[src/rtl/mep_pkg.sv]
package mep_pkg;
  typedef enum logic [1:0] {
    ST_IDLE,
    ST_SETTLE,
    ST_MEAS,
    ST_LOCK
  } state_e;

  typedef enum logic [1:0] {
    PH_INIT,
    PH_PROBE,
    PH_UP,
    PH_DOWN
  } phase_e;
endpackage

[src/rtl/mep_settle_timer.sv]
module mep_settle_timer #(
  parameter int SETTLE_W = 8
) (
  input  logic                clk_i,
  input  logic                rst_ni,
  input  logic                load_i,
  input  logic [SETTLE_W-1:0] cycles_i,
  output logic                expired_o
);
  logic [SETTLE_W-1:0] cnt_q;

  always_ff @(posedge clk_i or negedge rst_ni) begin
    if (!rst_ni)          cnt_q <= '0;
    else if (load_i)      cnt_q <= cycles_i;
    else if (cnt_q != '0) cnt_q <= cnt_q - 1'b1;
  end

  assign expired_o = (cnt_q == '0);
endmodule

[src/rtl/mep_code_step.sv]
module mep_code_step #(
  parameter int CODE_W = 6
) (
  input  logic [CODE_W-1:0] code_i,
  input  logic [CODE_W-1:0] raw_i,
  input  logic [CODE_W-1:0] lo_i,
  input  logic [CODE_W-1:0] hi_i,
  output logic [CODE_W-1:0] inc_o,
  output logic [CODE_W-1:0] dec_o,
  output logic [CODE_W-1:0] clamped_o,
  output logic              at_hi_o,
  output logic              at_lo_o
);
  assign at_hi_o = (code_i >= hi_i);
  assign at_lo_o = (code_i <= lo_i);
  assign inc_o   = at_hi_o ? code_i : code_i + 1'b1;
  assign dec_o   = at_lo_o ? code_i : code_i - 1'b1;

  always_comb begin
    if (raw_i > hi_i)      clamped_o = hi_i;
    else if (raw_i < lo_i) clamped_o = lo_i;
    else                   clamped_o = raw_i;
  end
endmodule

[src/rtl/mep_emin_reg.sv]
module mep_emin_reg #(
  parameter int ENERGY_W = 16
) (
  input  logic                clk_i,
  input  logic                rst_ni,
  input  logic                load_i,
  input  logic [ENERGY_W-1:0] energy_i,
  output logic                lower_o
);
  logic [ENERGY_W-1:0] emin_q;

  always_ff @(posedge clk_i or negedge rst_ni) begin
    if (!rst_ni)     emin_q <= '1;
    else if (load_i) emin_q <= energy_i;
  end

  // strict compare: a tie is treated as not lower
  assign lower_o = (energy_i < emin_q);
endmodule

[src/rtl/mep_tracker.sv]
module mep_tracker #(
  parameter int CODE_W   = 6,
  parameter int ENERGY_W = 16,
  parameter int SETTLE_W = 8
) (
  input  logic                clk_i,
  input  logic                rst_ni,
  input  logic                start_i,
  input  logic [CODE_W-1:0]   init_code_i,
  input  logic [CODE_W-1:0]   min_code_i,
  input  logic [CODE_W-1:0]   max_code_i,
  input  logic [SETTLE_W-1:0] settle_cycles_i,
  output logic                meas_req_o,
  input  logic                meas_ack_i,
  input  logic [ENERGY_W-1:0] energy_i,
  output logic [CODE_W-1:0]   ref_code_o,
  output logic                busy_o,
  output logic                locked_o
);
  import mep_pkg::*;

  state_e state_q, state_d;
  phase_e phase_q, phase_d;
  logic [CODE_W-1:0] ref_q, ref_d, init_q, init_d;
  logic [CODE_W-1:0] inc_w, dec_w, clamp_w;
  logic at_hi_w, at_lo_w, lower_w, expired_w;
  logic ld_settle, emin_load;

  mep_code_step #(.CODE_W(CODE_W)) u_step (
    .code_i   (ref_q),
    .raw_i    (init_code_i),
    .lo_i     (min_code_i),
    .hi_i     (max_code_i),
    .inc_o    (inc_w),
    .dec_o    (dec_w),
    .clamped_o(clamp_w),
    .at_hi_o  (at_hi_w),
    .at_lo_o  (at_lo_w)
  );

  mep_settle_timer #(.SETTLE_W(SETTLE_W)) u_timer (
    .clk_i    (clk_i),
    .rst_ni   (rst_ni),
    .load_i   (ld_settle),
    .cycles_i (settle_cycles_i),
    .expired_o(expired_w)
  );

  mep_emin_reg #(.ENERGY_W(ENERGY_W)) u_emin (
    .clk_i   (clk_i),
    .rst_ni  (rst_ni),
    .load_i  (emin_load),
    .energy_i(energy_i),
    .lower_o (lower_w)
  );

  always_comb begin
    state_d   = state_q;
    phase_d   = phase_q;
    ref_d     = ref_q;
    init_d    = init_q;
    ld_settle = 1'b0;
    emin_load = 1'b0;
    unique case (state_q)
      ST_IDLE, ST_LOCK: begin
        if (start_i) begin
          ref_d     = clamp_w;
          init_d    = clamp_w;
          phase_d   = PH_INIT;
          state_d   = ST_SETTLE;
          ld_settle = 1'b1;
        end
      end
      ST_SETTLE: begin
        if (expired_w) state_d = ST_MEAS;
      end
      ST_MEAS: begin
        if (meas_ack_i) begin
          state_d = ST_LOCK;
          unique case (phase_q)
            PH_INIT: begin
              emin_load = 1'b1;
              if (!at_hi_w) begin
                ref_d = inc_w; phase_d = PH_PROBE;
                state_d = ST_SETTLE; ld_settle = 1'b1;
              end
            end
            PH_PROBE: begin
              if (lower_w) begin
                emin_load = 1'b1;
                if (!at_hi_w) begin
                  ref_d = inc_w; phase_d = PH_UP;
                  state_d = ST_SETTLE; ld_settle = 1'b1;
                end
              end else if (init_q <= min_code_i) begin
                ref_d = init_q;
              end else begin
                // skip the start point: its energy is already stored
                ref_d = init_q - 1'b1; phase_d = PH_DOWN;
                state_d = ST_SETTLE; ld_settle = 1'b1;
              end
            end
            PH_UP: begin
              if (lower_w) begin
                emin_load = 1'b1;
                if (!at_hi_w) begin
                  ref_d = inc_w; state_d = ST_SETTLE; ld_settle = 1'b1;
                end
              end else begin
                ref_d = dec_w;
              end
            end
            PH_DOWN: begin
              if (lower_w) begin
                emin_load = 1'b1;
                if (!at_lo_w) begin
                  ref_d = dec_w; state_d = ST_SETTLE; ld_settle = 1'b1;
                end
              end else begin
                ref_d = inc_w;
              end
            end
            default: ;
          endcase
        end
      end
      default: state_d = ST_IDLE;
    endcase
  end

  always_ff @(posedge clk_i or negedge rst_ni) begin
    if (!rst_ni) begin
      state_q <= ST_IDLE;
      phase_q <= PH_INIT;
      ref_q   <= '0;
      init_q  <= '0;
    end else begin
      state_q <= state_d;
      phase_q <= phase_d;
      ref_q   <= ref_d;
      init_q  <= init_d;
    end
  end

  assign ref_code_o = ref_q;
  assign meas_req_o = (state_q == ST_MEAS);
  assign busy_o     = (state_q == ST_SETTLE) || (state_q == ST_MEAS);
  assign locked_o   = (state_q == ST_LOCK);


  req_hold_chk: assert property (@(posedge clk_i) disable iff (!rst_ni)
    meas_req_o && !meas_ack_i |=> meas_req_o);


  ref_hold_chk: assert property (@(posedge clk_i) disable iff (!rst_ni)
    meas_req_o && !meas_ack_i |=> $stable(ref_code_o));


  ref_range_chk: assert property (@(posedge clk_i) disable iff (!rst_ni)
    busy_o |-> (ref_code_o >= min_code_i) && (ref_code_o <= max_code_i));


  lock_quiet_chk: assert property (@(posedge clk_i) disable iff (!rst_ni)
    locked_o && !start_i |=> locked_o && !meas_req_o && $stable(ref_code_o));


  start_ignored_chk: assert property (@(posedge clk_i) disable iff (!rst_ni)
    busy_o && !(meas_req_o && meas_ack_i) |=> busy_o);
endmodule

[config.mk]
export PLATFORM = sky130hd
export DESIGN_NAME = mep_tracker
export DESIGN_NICKNAME = d
export VERILOG_FILES = /design/src/rtl/mep_pkg.sv /design/src/rtl/mep_settle_timer.sv /design/src/rtl/mep_code_step.sv /design/src/rtl/mep_emin_reg.sv /design/src/rtl/mep_tracker.sv
export SDC_FILE = /design/constraint.sdc
export NUM_CORES = 1
export LEC_CHECK = 0
export ABC_AREA = 1
export CAP_MARGIN = 40
export CORE_ASPECT_RATIO = 1.5
export CORE_MARGIN = 2
export CORE_UTILIZATION = 58
export CTS_BUF_LIST = sky130_fd_sc_hd__clkbuf_4
export DETAILED_ROUTE_END_ITERATION = 10
export PLACE_DENSITY = 0.83
export SLEW_MARGIN = 10
export SYNTH_ARGS = -nofsm -noshare
export SYNTH_HDL_FRONTEND = slang
export SYNTH_HIERARCHICAL = 1
export SYNTH_SLANG_ARGS = --single-unit
[constraint.sdc]
create_clock -name clk_i -period 2.92 [get_ports clk_i]
set_input_delay 0.73 -clock clk_i [delete_from_list [all_inputs] [get_ports clk_i]]
set_output_delay 0.73 -clock clk_i [all_outputs]
set_load 0.05 [all_outputs]
==> results.sh <==
export IMPL_status="complete, no violations"
export IMPL_fillers=500
export IMPL_worst_setup_path_type="in2reg"
export IMPL_cp_max_fo=5
export IMPL_drtIter0Drc=315
export IMPL_wl_mm=12.1
export IMPL_critPathSlowestCell="clkdlybuf4s50_1"
export IMPL_wl_per_cell_um=14.2
export IMPL_slowest_delay_ns=0.48
export IMPL_avgSynthCellArea_um2=6.60
export IMPL_fin_tns_setup_ns=0
export IMPL_vdd_ir_drop_max_mv=0.827
export IMPL_endpoint="ref_code_o[5]"
export IMPL_ys_warn_count=6
export IMPL_r2r_cells=15
export IMPL_final_util=0.785
export IMPL_reg2reg_slack_ns=0.19
export IMPL_crit_start="max_code_i[2]"
export IMPL_slew_viol_final=0
export IMPL_finalClockSkew_ns=0.00802
export IMPL_first_pass_iters=5
export IMPL_netlist_area_leader_share=0.162
export IMPL_ys_ff_latch=40
export IMPL_r2r_start="u_emin/emin_q[5]"
export IMPL_area_growth_pct=31.3
export IMPL_path_clk_slew_ns=0.12
export IMPL_clock_sinks=40
export IMPL_cp_required_ns=3.19
export IMPL_grt_max_degree=33
export IMPL_path_common_cell="nand2_1"
export IMPL_leakage_uw=0.00303
export IMPL_cts_htree_levels=2
export IMPL_cap_violations=0
export IMPL_numCtsBuffers=5
export IMPL_ios=55
export IMPL_critPathTopFamily="buffers and inverters"
export IMPL_cts_tree="yes"
export IMPL_drive_gt1_frac=0.227
export IMPL_start_kind="input pin"
export IMPL_rsz0062_at_grt="yes"
export IMPL_via_per_inst=5.40
export IMPL_yosysTopAreaCell="nand2_1"
export IMPL_ant_nets=0
export IMPL_place_hpwl_mm=9.26
export IMPL_multi_input_area_mm2=0.00306
export IMPL_netlist_instances=655
export IMPL_path_cells="clkdlybuf4s50_1 > inv_1 > ha_1 > nand2_1 > nor2_4 > nand2_2 > nand2_4 > buf_6 > inv_4 > nand2_1 > nand2_1 > inv_1 > o21ai_0 > buf_4 > nand2_1 > o21ai_0 > a21oi_1 > nand2_1 > nand2_1 > a21oi_2"
export IMPL_grt_pass1_vias=4514
export IMPL_seq_area_mm2=0.00102
export IMPL_drc=0
export IMPL_critPathBufInv=6
export IMPL_antenna_found_initial=0
export IMPL_cp_depth=20
export IMPL_root_buffer="clkbuf_4"
export IMPL_worstMarginPinSlew_ns=0.679
export IMPL_insertion_delay_ns=0.37
export IMPL_power_density_mw_per_mm2=1030
export IMPL_rows=38
export IMPL_grt_pass1_wl_mm=19.5
export IMPL_start_util=0.598
export IMPL_core_area_mm2=0.00723
export IMPL_die_y_um=110
export IMPL_finalPower_uw=5830
export IMPL_groute_usage_overall=0.304
export IMPL_hold_path_class="in2async"
export IMPL_fin_crit_sh=0.974
export IMPL_syn_nets=753
export IMPL_finalHoldViolCount=0
export IMPL_ys_seq_area_frac=0.236
export IMPL_min_period_ns=2.84
export IMPL_max_freq_mhz=352
export IMPL_portBuffers=54
export IMPL_antenna_cells=0
export IMPL_cts_buffer_depth=2
export IMPL_dieArea_mm2=0.00817
export IMPL_finalSetupViolCount=0
export IMPL_die_w_um=74.5
export IMPL_syn_cell_area_mm2=0.00432
export IMPL_ys_types=39
export IMPL_r2r_end="ref_code_o[0]"
export IMPL_worst_setup_path_end_kind="flip-flop"
export IMPL_routabilityCongestion=0.973
export IMPL_layout_nets=850
export IMPL_via_count=4606
export IMPL_overflow=0
export IMPL_ys_top_cells_by_area="nand2_1 (16%), ha_1 (15%), dfrtp_1 (14%)"
export IMPL_timing_max_slew_rel_slack=0.548
export IMPL_arrival_ns=3.12
==> repair_timing <==
action | CTS | global route
setup buffers | 3 | 1
setup endpoints to repair | 9 | 15
hold buffers | 0 | 0
resized for setup | 11 | 74
pin swaps | 14 | 23
==> synth_stat cells, drive strengths merged <==
cell    count
a21oi      43
nand3      51
dfstp      16
o21ai      62
a211oi      1
ha         52
a21boi      1
nor2       53
o21bai      1
or2         4
buf        10
nand2     197
nor3        4
clkbuf      2
inv       116
xor2        9
o221ai      1
dfrtp      24
nand4       4
a21o        1
xnor2       3
==> area by class of cell <==
| class | instances | area share |
|---|---|---|
| well taps | 100 | 0.0221 |
| clock inverters | 3 | 0.00243 |
| clock buffers | 5 | 0.00662 |
| inverters | 116 | 0.0772 |
| multi-input cells | 487 | 0.539 |
| flip-flops and latches | 40 | 0.180 |
| repair buffers | 102 | 0.173 |
==> cell usage in the layout (no fill, tap or decap), types with 5 or more instances in the layout <==
master and instances:
dfrtp_1 23, inv_2 23, dfstp_2 16, nor2_4 7, clkbuf_4 5, buf_4 42, ha_1 38, ha_4 13
o21ai_0 27, nor2_1 38, nand2_4 6, a21oi_1 35, o21ai_2 7, dlymetal6s2s_1 22, a21oi_2 6, inv_1 92
nand3_1 44, o21ai_1 28, buf_6 5, nand2_2 11, nand2_1 180, nor2_2 8, xor2_1 8, clkdlybuf4s50_1 29
==> layer usage <==
| metal | track usage | up-vias | part of all wire |
|---|---|---|---|
| li1 | - | 2269 | - |
| met4 | 0.172 | 0 | 0.054 |
| met3 | 0.0330 | 55 | 0.048 |
| met2 | 0.561 | 183 | 0.54 |
| met5 | 0 | - | 0 |
| met1 | 0.324 | 2099 | 0.36 |
==> cell families after synthesis <==
| kind of cell | share of synthesized area |
|---|---|
| DFF | 0.236 |
| AOI/OAI and AO/OA | 0.141 |
| adders and majority gates | 0.151 |
| and+or+nand+nor | 0.331 |
| buffers and inverters | 0.118 |
| xor gates and xnor gates | 0.0243 |
==> registers in the layout, indices dropped and copies added, names as in the netlist <==
| register | flops |
|---|---|
| u_timer/cnt_q | 8 |
| ref_code_o | 6 |
| phase_q | 2 |
| u_emin/emin_q | 16 |
| init_q | 6 |
| state_q | 2 |
==> power breakdown <==
| group | internal [µW] | switching, µW | total, µW | leakage (µW) |
|---|---|---|---|---|
| clock network | 88.4 | 192 | 280 | 0.0000324 |
| registers | 910 | 282 | 1190 | 0.000447 |
| logic | 1710 | 2650 | 4360 | 0.00255 |
| total | 2710 | 3120 | 5830 | 0.00303 |
==> stage by stage <==
stage / std cells / cell area [µm²] / worst slack [ns] / hold slack [ns]
3_5_place_dp: 841 / 5270 / -0.479 / 0.470
6_report: 853 / 5670 / 0.0768 / 0.386
2_1_floorplan: 655 / 4320 / 0.0891 / 0.434
3_3_place_gp: 841 / 5270 / -0.331 / 0.463
5_1_grt: 853 / 5670 / -0.0588 / 0.418
4_1_cts: 852 / 5390 / -0.0232 / 0.383
==> how the worst min path moves through the flow <==
stage | start | end | slack (ns)
floorplan | rst_ni | init_q[0] | 0.43
global placement | u_emin/emin_q[1] | u_emin/emin_q[1] | 0.46
detailed placement | u_emin/emin_q[4] | u_emin/emin_q[4] | 0.47
CTS | rst_ni | init_q[4] | 0.38
global route | rst_ni | init_q[4] | 0.42
finish | rst_ni | init_q[5] | 0.39
==> worst reg2reg max path, cell delays in order, from the launching register on <==
cell and delay [ns]:
dfstp_2 0.55, inv_2 0.05, ha_4 0.24, a21oi_2 0.11
nor2_1 0.06, nor3_2 0.16, nand2_1 0.10, a21oi_2 0.18
inv_2 0.09, buf_4 0.15, buf_4 0.18, nor3_1 0.33
nor2_2 0.09, inv_2 0.11, a21oi_1 0.08, a21oi_1 0.19
Note: power is estimated with default switching activity, not from simulation.
